## config.mk

```make
export PLATFORM = sky130hd
export DESIGN_NAME = spi_port
export DESIGN_NICKNAME = d
export VERILOG_FILES = /design/src/rtl/spi_port_pkg.sv /design/src/rtl/spi_port_sync.sv /design/src/rtl/spi_port_regs.sv /design/src/rtl/spi_port_engine.sv /design/src/rtl/spi_port.sv
export SDC_FILE = /design/constraint.sdc
export NUM_CORES = 1
export LEC_CHECK = 0
export ABC_AREA = 1
export BUFFER_PORTS_ARGS = -buffer_cell sky130_fd_sc_hd__buf_2
export CORE_ASPECT_RATIO = 0.7
export CORE_MARGIN = 8
export CORE_UTILIZATION = 56
export DETAILED_ROUTE_END_ITERATION = 8
export PLACE_DENSITY = 0.8
export SYNTH_ARGS = -nofsm -noshare
export SYNTH_HDL_FRONTEND = slang
export SYNTH_SLANG_ARGS = --single-unit
```

## constraint.sdc

```tcl
create_clock -name clk -period 2.5 [get_ports clk]
set_input_delay 0.5 -clock clk [delete_from_list [all_inputs] [get_ports clk]]
set_output_delay 0.5 -clock clk [all_outputs]
set_load 0.03 [all_outputs]
```

## src/rtl/spi_port_pkg.sv

```systemverilog
package spi_port_pkg;

  localparam logic [1:0] ADDR_CTL  = 2'd0;
  localparam logic [1:0] ADDR_STAT = 2'd1;
  localparam logic [1:0] ADDR_DATA = 2'd2;

  localparam int CTL_IE   = 7;
  localparam int CTL_MST  = 4;
  localparam int CTL_POL  = 3;
  localparam int CTL_PHA  = 2;
  localparam int STAT_FLG = 7;

  typedef struct packed {
    logic ie;
    logic master;
    logic cpol;
    logic cpha;
  } ctl_t;

endpackage

```

## src/rtl/spi_port_sync.sv

```systemverilog
module spi_port_sync #(
  parameter int W = 3,
  parameter int STAGES = 2,
  parameter logic [W-1:0] INIT = '0
) (
  input  logic         clk,
  input  logic         rst,
  input  logic [W-1:0] d,
  output logic [W-1:0] q
);
  logic [W-1:0] st [STAGES];

  generate
    for (genvar g = 0; g < STAGES; g++) begin : g_stage
      if (g == 0) begin : g_first
        always_ff @(posedge clk) begin
          if (rst) st[0] <= INIT;
          else     st[0] <= d;
        end
      end else begin : g_next
        always_ff @(posedge clk) begin
          if (rst) st[g] <= INIT;
          else     st[g] <= st[g-1];
        end
      end
    end
  endgenerate

  assign q = st[STAGES-1];
endmodule

```

## src/rtl/spi_port_regs.sv

```systemverilog
module spi_port_regs
  import spi_port_pkg::*;
#(
  parameter int REG_W  = 16,
  parameter int DATA_W = 8
) (
  input  logic              clk,
  input  logic              rst,
  input  logic [1:0]        reg_addr,
  input  logic              reg_wr,
  input  logic              reg_rd,
  input  logic [REG_W-1:0]  reg_wdata,
  input  logic [DATA_W-1:0] rx_byte,
  input  logic              busy,
  input  logic              done,
  output logic [REG_W-1:0]  reg_rdata,
  output logic              irq,
  output ctl_t              ctl,
  output logic              start,
  output logic [DATA_W-1:0] tx_byte,
  output logic              flag,
  output logic              arm
);
  logic data_acc, stat_rd, clr;
  logic flag_d, arm_d;
  ctl_t ctl_d;
  logic [REG_W-1:0] rd_v;
  logic unused_hi;

  assign unused_hi = ^reg_wdata[REG_W-1:DATA_W];

  assign data_acc = (reg_wr || reg_rd) && (reg_addr == ADDR_DATA);
  assign stat_rd  = reg_rd && (reg_addr == ADDR_STAT);
  assign clr      = data_acc && flag && arm;
  assign start    = reg_wr && (reg_addr == ADDR_DATA) && (!flag || arm) && !busy;
  assign tx_byte  = reg_wdata[DATA_W-1:0];

  always_comb begin
    ctl_d = ctl;
    if (reg_wr && reg_addr == ADDR_CTL) begin
      ctl_d.ie     = reg_wdata[CTL_IE];
      ctl_d.master = reg_wdata[CTL_MST];
      ctl_d.cpol   = reg_wdata[CTL_POL];
      ctl_d.cpha   = reg_wdata[CTL_PHA];
    end

    flag_d = flag;
    if (clr)  flag_d = 1'b0;
    if (done) flag_d = 1'b1;

    arm_d = arm;
    if (stat_rd && flag)  arm_d = 1'b1;
    if (clr || start)     arm_d = 1'b0;

    rd_v = '0;
    case (reg_addr)
      ADDR_CTL: begin
        rd_v[CTL_IE]  = ctl.ie;
        rd_v[CTL_MST] = ctl.master;
        rd_v[CTL_POL] = ctl.cpol;
        rd_v[CTL_PHA] = ctl.cpha;
      end
      ADDR_STAT: rd_v[STAT_FLG] = flag;
      ADDR_DATA: rd_v[DATA_W-1:0] = rx_byte;
      default:   rd_v = '0;
    endcase
  end

  always_ff @(posedge clk) begin
    if (rst) begin
      ctl       <= '0;
      flag      <= 1'b0;
      arm       <= 1'b0;
      irq       <= 1'b0;
      reg_rdata <= '0;
    end else begin
      ctl  <= ctl_d;
      flag <= flag_d;
      arm  <= arm_d;
      irq  <= flag_d && ctl_d.ie;
      if (reg_rd) reg_rdata <= rd_v;
    end
  end
endmodule

```

## src/rtl/spi_port_engine.sv

```systemverilog
module spi_port_engine #(
  parameter int DATA_W      = 8,
  parameter int CLK_DIV     = 4,
  parameter int SYNC_STAGES = 2
) (
  input  logic              clk,
  input  logic              rst,
  input  logic              master,
  input  logic              cpol,
  input  logic              cpha,
  input  logic              start,
  input  logic [DATA_W-1:0] tx_byte,
  input  logic              sck_in,
  input  logic              sel_n_in,
  input  logic              sdi,
  output logic              sck_out,
  output logic              sdo,
  output logic              done,
  output logic              busy,
  output logic [DATA_W-1:0] rx_byte
);
  localparam int HALF      = CLK_DIV / 2;
  localparam int DIV_W     = $clog2(HALF + 1);
  localparam int LAST_EDGE = 2 * DATA_W;
  localparam int EDGE_W    = $clog2(LAST_EDGE + 1);

  logic [2:0] s_bus;
  logic s_sck, s_sel_n, s_sdi, sck_prev;
  logic m_busy, m_tick;
  logic [DIV_W-1:0]  div_cnt;
  logic [EDGE_W-1:0] edge_cnt;
  logic [DATA_W-1:0] tx_sh, rx_sh, rx_next;
  logic lead_m, trail_m, lead_s, trail_s, s_act, s_edge;
  logic lead, trail, shift_ev, sample_ev, din;

  spi_port_sync #(.W(3), .STAGES(SYNC_STAGES), .INIT(3'b010)) u_sync (
    .clk (clk),
    .rst (rst),
    .d   ({sck_in, sel_n_in, sdi}),
    .q   (s_bus)
  );
  assign {s_sck, s_sel_n, s_sdi} = s_bus;

  assign m_tick  = m_busy && (div_cnt == DIV_W'(HALF - 1));
  assign lead_m  = m_tick && !edge_cnt[0];
  assign trail_m = m_tick &&  edge_cnt[0];

  assign s_act   = !master && !s_sel_n;
  assign s_edge  = s_sck != sck_prev;
  assign lead_s  = s_act && s_edge && (s_sck != cpol);
  assign trail_s = s_act && s_edge && (s_sck == cpol);

  assign lead      = master ? lead_m  : lead_s;
  assign trail     = master ? trail_m : trail_s;
  assign shift_ev  = cpha ? lead  : trail;
  assign sample_ev = cpha ? trail : lead;
  assign din       = master ? sdi : s_sdi;
  assign rx_next   = sample_ev ? {rx_sh[DATA_W-2:0], din} : rx_sh;
  assign busy      = master ? m_busy : !s_sel_n;

  always_ff @(posedge clk) begin
    if (rst) begin
      m_busy   <= 1'b0;
      div_cnt  <= '0;
      edge_cnt <= '0;
      tx_sh    <= '0;
      rx_sh    <= '0;
      rx_byte  <= '0;
      sck_out  <= 1'b0;
      sdo      <= 1'b0;
      done     <= 1'b0;
      sck_prev <= 1'b0;
    end else begin
      done     <= 1'b0;
      sck_prev <= s_sck;
      if (start) begin
        tx_sh    <= cpha ? tx_byte : {tx_byte[DATA_W-2:0], 1'b0};
        if (!cpha) sdo <= tx_byte[DATA_W-1];
        m_busy   <= master;
        div_cnt  <= '0;
        edge_cnt <= '0;
      end else begin
        if (shift_ev) begin
          sdo   <= tx_sh[DATA_W-1];
          tx_sh <= {tx_sh[DATA_W-2:0], 1'b0};
        end
        if (sample_ev) rx_sh <= rx_next;
        if (master) begin
          if (m_busy) begin
            if (m_tick) begin
              div_cnt  <= '0;
              sck_out  <= ~sck_out;
              edge_cnt <= edge_cnt + EDGE_W'(1);
              if (edge_cnt == EDGE_W'(LAST_EDGE - 1)) begin
                m_busy  <= 1'b0;
                done    <= 1'b1;
                rx_byte <= rx_next;
              end
            end else begin
              div_cnt <= div_cnt + DIV_W'(1);
            end
          end else begin
            sck_out <= cpol;
          end
        end else begin
          sck_out <= cpol;
          m_busy  <= 1'b0;
          if (s_sel_n) begin
            edge_cnt <= '0;
          end else if (sample_ev) begin
            if (edge_cnt == EDGE_W'(DATA_W - 1)) begin
              edge_cnt <= '0;
              done     <= 1'b1;
              rx_byte  <= rx_next;
            end else begin
              edge_cnt <= edge_cnt + EDGE_W'(1);
            end
          end
        end
      end
    end
  end
endmodule

```

## src/rtl/spi_port.sv

```systemverilog
module spi_port
  import spi_port_pkg::*;
#(
  parameter int REG_W       = 16,
  parameter int DATA_W      = 8,
  parameter int CLK_DIV     = 4,
  parameter int SYNC_STAGES = 2
) (
  input  logic             clk,
  input  logic             rst,
  input  logic [1:0]       reg_addr,
  input  logic             reg_wr,
  input  logic             reg_rd,
  input  logic [REG_W-1:0] reg_wdata,
  output logic [REG_W-1:0] reg_rdata,
  output logic             irq,
  output logic             sck_out,
  input  logic             sck_in,
  input  logic             sel_n_in,
  input  logic             sdi,
  output logic             sdo
);
  ctl_t ctl;
  logic flag, arm, start, busy, done;
  logic ctl_ie, ctl_master, ctl_pol;
  logic [DATA_W-1:0] tx_byte, rx_byte;

  assign ctl_ie     = ctl.ie;
  assign ctl_master = ctl.master;
  assign ctl_pol    = ctl.cpol;

  spi_port_regs #(.REG_W(REG_W), .DATA_W(DATA_W)) u_regs (
    .clk       (clk),
    .rst       (rst),
    .reg_addr  (reg_addr),
    .reg_wr    (reg_wr),
    .reg_rd    (reg_rd),
    .reg_wdata (reg_wdata),
    .rx_byte   (rx_byte),
    .busy      (busy),
    .done      (done),
    .reg_rdata (reg_rdata),
    .irq       (irq),
    .ctl       (ctl),
    .start     (start),
    .tx_byte   (tx_byte),
    .flag      (flag),
    .arm       (arm)
  );

  spi_port_engine #(.DATA_W(DATA_W), .CLK_DIV(CLK_DIV), .SYNC_STAGES(SYNC_STAGES)) u_eng (
    .clk      (clk),
    .rst      (rst),
    .master   (ctl.master),
    .cpol     (ctl.cpol),
    .cpha     (ctl.cpha),
    .start    (start),
    .tx_byte  (tx_byte),
    .sck_in   (sck_in),
    .sel_n_in (sel_n_in),
    .sdi      (sdi),
    .sck_out  (sck_out),
    .sdo      (sdo),
    .done     (done),
    .busy     (busy),
    .rx_byte  (rx_byte)
  );
endmodule

```

# Word level (Yosys, flattened, before mapping)
# Memory sizes are Yosys's and may differ from the RTL's.
# Index checks and enable logic that the tools add are counted.
# totals
mem_count	1
inputBits	25
latch_bits	0
rom_bits	0
word_cells	131
output_inout_bits	19
ff_bits	51
ram_bits	6
# classes
bitwise	4
n_reduce_logical	38
magnitude_cmp	0
n_mul	0
eq_ne	14
add_sub_neg	2
div	0
n_shift	0
muxes	54
# memory_table
name	depth	width	rd	rd_ports_with_merged_regs	write_ports	line	text
u_eng.u_sync.st	2	3	2	0	2	spi_port_sync.sv:11	logic [W-1:0] st [STAGES];
# op_table
cell	count
2-to-1 mux 8 bit	11
2-to-1 mux 5 bit	6
2-to-1 mux 1 bit	29
logical AND 1 bit	17
AND reduction 2 bit	4
AND reduction 7 bit	1
2-to-1 mux 2 bit	3
2-to-1 mux 3 bit	2
!= test 2 x 1 -> 1 bit, second input constant	3
one-hot mux 3 bit (2 select lines)	1
nonzero test 2 bit	3
adder 5 x 1 -> 5 bit, second input constant	1
equality test 5 x 3 -> 1 bit, second input constant	1
equality test 5 x 4 -> 1 bit, second input constant	1
logical NOT 1 bit	5
equality test 2 x 1 -> 1 bit, second input constant	2
2-to-1 mux 4 bit	1
!= test 2 bit, second input constant	2
OR reduction 2 bit	2
logical OR 1 bit	3
!= test 3 bit, second input constant	1
one-hot mux 1 bit (3 select lines)	1
AND reduction 3 bit	1
nonzero test 3 bit	1
7 further kinds	10

# Depth between registers and ports, before layout
# An unclocked memory read counts as a cell.
# logic_depth
depth_word	12
depth_mapped	13

# Hierarchy
# Synthesis repeated with hierarchy kept, for this count alone.
# hier_totals
cells_unflattened	432
area_unflattened_um2	2934.1
# by_module_without_submodules
module	area_per_inst_um2	n_inst	seq_area_each_um2	cells_each
spi_port_engine	1955.6	1	720.7	298
spi_port_regs	809.5	1	300.3	115
spi_port_sync	168.9	1	120.1	19

# Worst setup path after synthesis
# No wires, ideal clock.
# synth_timing
path_kind	reg-to-reg
start	register u_eng.edge_cnt[0]
end	register u_eng.rx_byte[6]
arrival_ns	1.688
path_slack_ns	0.699
setup_time_ns	0.113
stages_incl_launch_ff	13
required_ns	2.387
path_cell_list	dfxtp_1 -> ha_1 -> nand2_1 -> nor2_1 -> ha_1 -> inv_1 -> nor2_1 -> nand2_1 -> o21ai_1 -> buf_4 -> nand3_1 -> nand2_1 -> nor2_1
# synth_via
elab_chain_cells	9
word_cells_on_any_way	20
# synth_lines
element	line	text
start, declared	spi_port_engine.sv:31	logic [EDGE_W-1:0] edge_cnt;
start signal, assigned	spi_port_engine.sv:93	edge_cnt <= edge_cnt + EDGE_W'(1);
start signal, assigned	spi_port_engine.sv:116	edge_cnt <= edge_cnt + EDGE_W'(1);
logical NOT 1 bit	spi_port_engine.sv:45	assign lead_m = m_tick && !edge_cnt[0];
logical AND 1 bit	spi_port_engine.sv:45	
2-to-1 mux 1 bit	spi_port_engine.sv:53	assign lead = master ? lead_m : lead_s;
2-to-1 mux 1 bit	spi_port_engine.sv:56	assign sample_ev = cpha ? trail : lead;
2-to-1 mux 8 bit	spi_port_engine.sv:58	assign rx_next = sample_ev ? {rx_sh[DATA_W-2:0], din} : rx_sh;
2-to-1 mux 8 bit (on tied branches)	spi_port_engine.sv:111, spi_port_engine.sv:94	
2-to-1 mux 8 bit (on tied branches)	spi_port_engine.sv:110, spi_port_engine.sv:90	
2-to-1 mux 8 bit (on tied branches)	spi_port_engine.sv:108, spi_port_engine.sv:89	
2-to-1 mux 8 bit	spi_port_engine.sv:88	if (master) begin
end signal, assigned	spi_port_engine.sv:97	rx_byte <= rx_next;
end signal, assigned	spi_port_engine.sv:114	rx_byte <= rx_next;
end, declared	spi_port_engine.sv:20	output logic [DATA_W-1:0] rx_byte
# Several ways; a longest one is shown, not always the timed one. The select of a mux whose other input is x is not followed.
# A chain may end at the register's enable or synchronous reset.

# Worst setup path in the final report
# layout_timing
start	register u_regs.ctl[2] (netlist name)
end	register u_regs.arm
# layout_via
elab_chain_cells	5
# layout_lines
element	line	text
2-to-1 mux 1 bit	spi_port_engine.sv:59	assign busy = master ? m_busy : !s_sel_n;
logical NOT 1 bit	spi_port_regs.sv:35	assign start = reg_wr && (reg_addr == ADDR_DATA) && (!flag || arm) && !busy;
logical AND 1 bit	spi_port_regs.sv:35	
logical OR 1 bit	spi_port_regs.sv:53	if (clr || start) arm_d = 1'b0;
OR reduction 2 bit (no line)	-	
end signal, assigned	spi_port_regs.sv:79	arm <= arm_d;
end, declared	spi_port_regs.sv:22	output logic arm
# No other way between the ends.

==> impl_metrics.tcl <==
set metrics [dict create \
    synth_edf_count 0 \
    synth.avg_cell_area_sq_um 7.16 \
    grt_pass1_wl_mm 10.3 \
    drive_above_1_share_pct 18.0 \
    ctsRootBufferMaster "clkbuf_8" \
    final_cell_mix "82 x nand2_1, 57 x dfxtp_1, 47 x inv_1" \
    wirelength_mm 6.02 \
    wl_per_cell_microns 12.2 \
    ant_nets 0 \
    cts_resized 0 \
    dp_hpwl_mm 4.41 \
    ys_warn_count 0 \
    syn_area_sq_um 2790 \
    critPathArrivalTime_ns 2.12 \
    tritoncts "done" \
    rows 21 \
    place_congestion 0.821 \
    synth_cell_types 35 \
    die_x_microns 100 \
    core_sq_um 4780 \
    worst_pin_slew_ns 0.716 \
    rsz0062_at_grt "no" \
    ios 44 \
    ys_seq_elements 57 \
    critPathKind "reg2reg" \
    clk_pin_slew_ns 0.07 \
    critPathRequiredTime_ns 2.76 \
    ir_worst_vdd_mv 0.395 \
    antenna_cells 0 \
    design.die.area_sq_um 7540 \
    ctsLongestPathBuffers 2 \
    fin_tns_setup_ns 0 \
    grt_max_degree 27 \
    grt_pass1_vias 2422 \
    min-delay-path-class "in2reg" \
    viasPerCell 5.12 \
    port_buffers 27 \
    setup_viol 0 \
    syn2layout_area_growth_pct 12.0 \
    drc 0 \
    cp-end-kind "flip-flop" \
    period_share_pct 74.2 \
    synthCells 390 \
    hold_buffers 0 \
    cts_sinks 57 \
    post-cts-setup-buffers 0 \
    max_freq_ghz 0.539 \
    clkLatencyLatePin_ns 0.35 \
    drv_slew 0 \
    final_common_cell "nand2_1" \
    nFillCells 441 \
    grt_usage_pct 17.6 \
    min_period_ns 1.85 \
    nets 445 \
    cellPowerDensity_nw_per_um2 652 \
    ys.flop_type "dfxtp_1" \
    max_slew_margin_pct 52.2 \
    synth-seq-area-share_pct 40.9 \
    numCtsBuffers 9 \
    dr.pass1.iters 4 \
    hold_violations 0 \
    maxCapViolations 0 \
    h-tree-depth 3 \
    initial_core_util_pct 58.4 \
    crit_fanout 14 \
    antenna_found_initial 0 \
    fin_util_pct 65.4 \
    power_leakage_nw 1.42 \
    drt-initial-drc-count 124 \
    fp.dieH_microns 75.1 \
    vias 2519 \
    status "completed" \
    clock_skew_ns 0.0129 \
    async_reset_ff_share_pct 0 \
    startpoint_type "flip-flop" \
    grt_overflow 0 \
]
-- worst paths after layout --
check,slack (ns),start,depth (start not counted),to
worst min-delay path,0.34,sel_n_in,2,u_eng.u_sync.st[0][1]$_SDFF_PP1_
worst max register to register,0.65,u_regs.ctl[2]$_SDFFE_PP0N_,8,u_regs.arm$_SDFFE_PP0P_
worst max-delay path,0.65,u_regs.ctl[2]$_SDFFE_PP0N_,8,u_regs.arm$_SDFFE_PP0P_
worst min register to register,0.41,u_eng.u_sync.st[0][2]$_SDFF_PP0_,2,u_eng.u_sync.st[1][2]$_SDFF_PP0_
-- critical path, cell delays in order, from the launching register on --
cell and delay (ns):
dfxtp_1 0.33, buf_4 0.19, nor2_2 0.23, nor2_1 0.10, nand2_2 0.24, inv_2 0.14
nor2_1 0.20, inv_1 0.15, a211oi_1 0.18
-- final cells by class --
type	count	area, sq um	share of cell area [%]
sequential	57	1140	36.5
inverter	52	195	6.24
timing repair buffer	31	165	5.28
tap	69	86.3	2.76
clock inverter	7	77.6	2.48
multi-input combinational	267	1340	42.8
clock buffer	9	124	3.96
-- flip-flops by register name, summed over array words and instances (netlist names), 2 cells and up --
signal / count
u_regs.reg_rdata: 8
u_eng.rx_byte: 8
u_regs.ctl: 4
u_eng.div_cnt: 2
u_eng.rx_sh: 8
u_eng.u_sync.st: 6
u_eng.edge_cnt: 5
u_eng.tx_sh: 8
-- through the flow --
step                      setup WS, ns  std cells  power, mW  hold slack [ns]  area [sq um]
after global routing             0.421        492       2.13            0.337          3130
final                            0.645        492       2.04            0.337          3130
after CTS                        0.644        492       2.06            0.320          3130
after detailed placement         0.584        476       1.18            0.396          2930
after floorplan                  0.699        397       1.14            0.388          2820
after global placement           0.660        476       1.18            0.394          2930
-- synth_stat cells, types with 2 or more instances --
library cell / number / share of area [%]
mux2i_1: 3 / 1.1
clkbuf_1: 5 / 0.67
o21ai_1: 3 / 0.54
nand2_2: 6 / 1.3
buf_6: 2 / 0.81
nand3_4: 2 / 1.3
a21oi_2: 8 / 2.5
buf_2: 4 / 0.72
a21oi_1: 26 / 4.7
nor3_1: 3 / 0.54
dfxtp_1: 57 / 41
ha_1: 2 / 0.90
nand3_1: 28 / 5.0
inv_2: 4 / 0.54
buf_4: 9 / 2.4
a21o_1: 2 / 0.54
or2_2: 2 / 0.45
nand3_2: 2 / 0.72
o21ai_0: 29 / 5.2
nand4_1: 6 / 1.3
nand2_1: 82 / 11
nand2_4: 4 / 1.6
inv_1: 47 / 6.3
nor2_1: 43 / 5.8
-- report_power, final --
group | switching, mW | total (mW) | internal [mW] | leakage [nW]
Sequential | 0.0183 | 0.955 | 0.936 | 0.464
Clock | 0.409 | 0.877 | 0.467 | 0.100
Combinational | 0.145 | 0.208 | 0.0632 | 0.861
-- kinds of logic after synthesis --
logic type | synth area share [%]
multiplexers | 1.08
buffers and inverters | 12.1
adder cells (fa/ha/maj) | 0.896
XOR/XNOR | 0.314
other | 0.134
AO/OA/AOI/OAI | 15.0
flip-flops | 40.9
AND/OR/NAND/NOR | 29.6
-- routing by layer --
layer	up-vias	wire length (microns)	track usage (%)
met5	-	0	0
met2	56	2840	29.4
li1	1292	-	-
met4	0	72	7.67
met1	1164	2740	19.1
met3	7	365	8.22
Note: power is estimated with default switching activity, not from simulation.
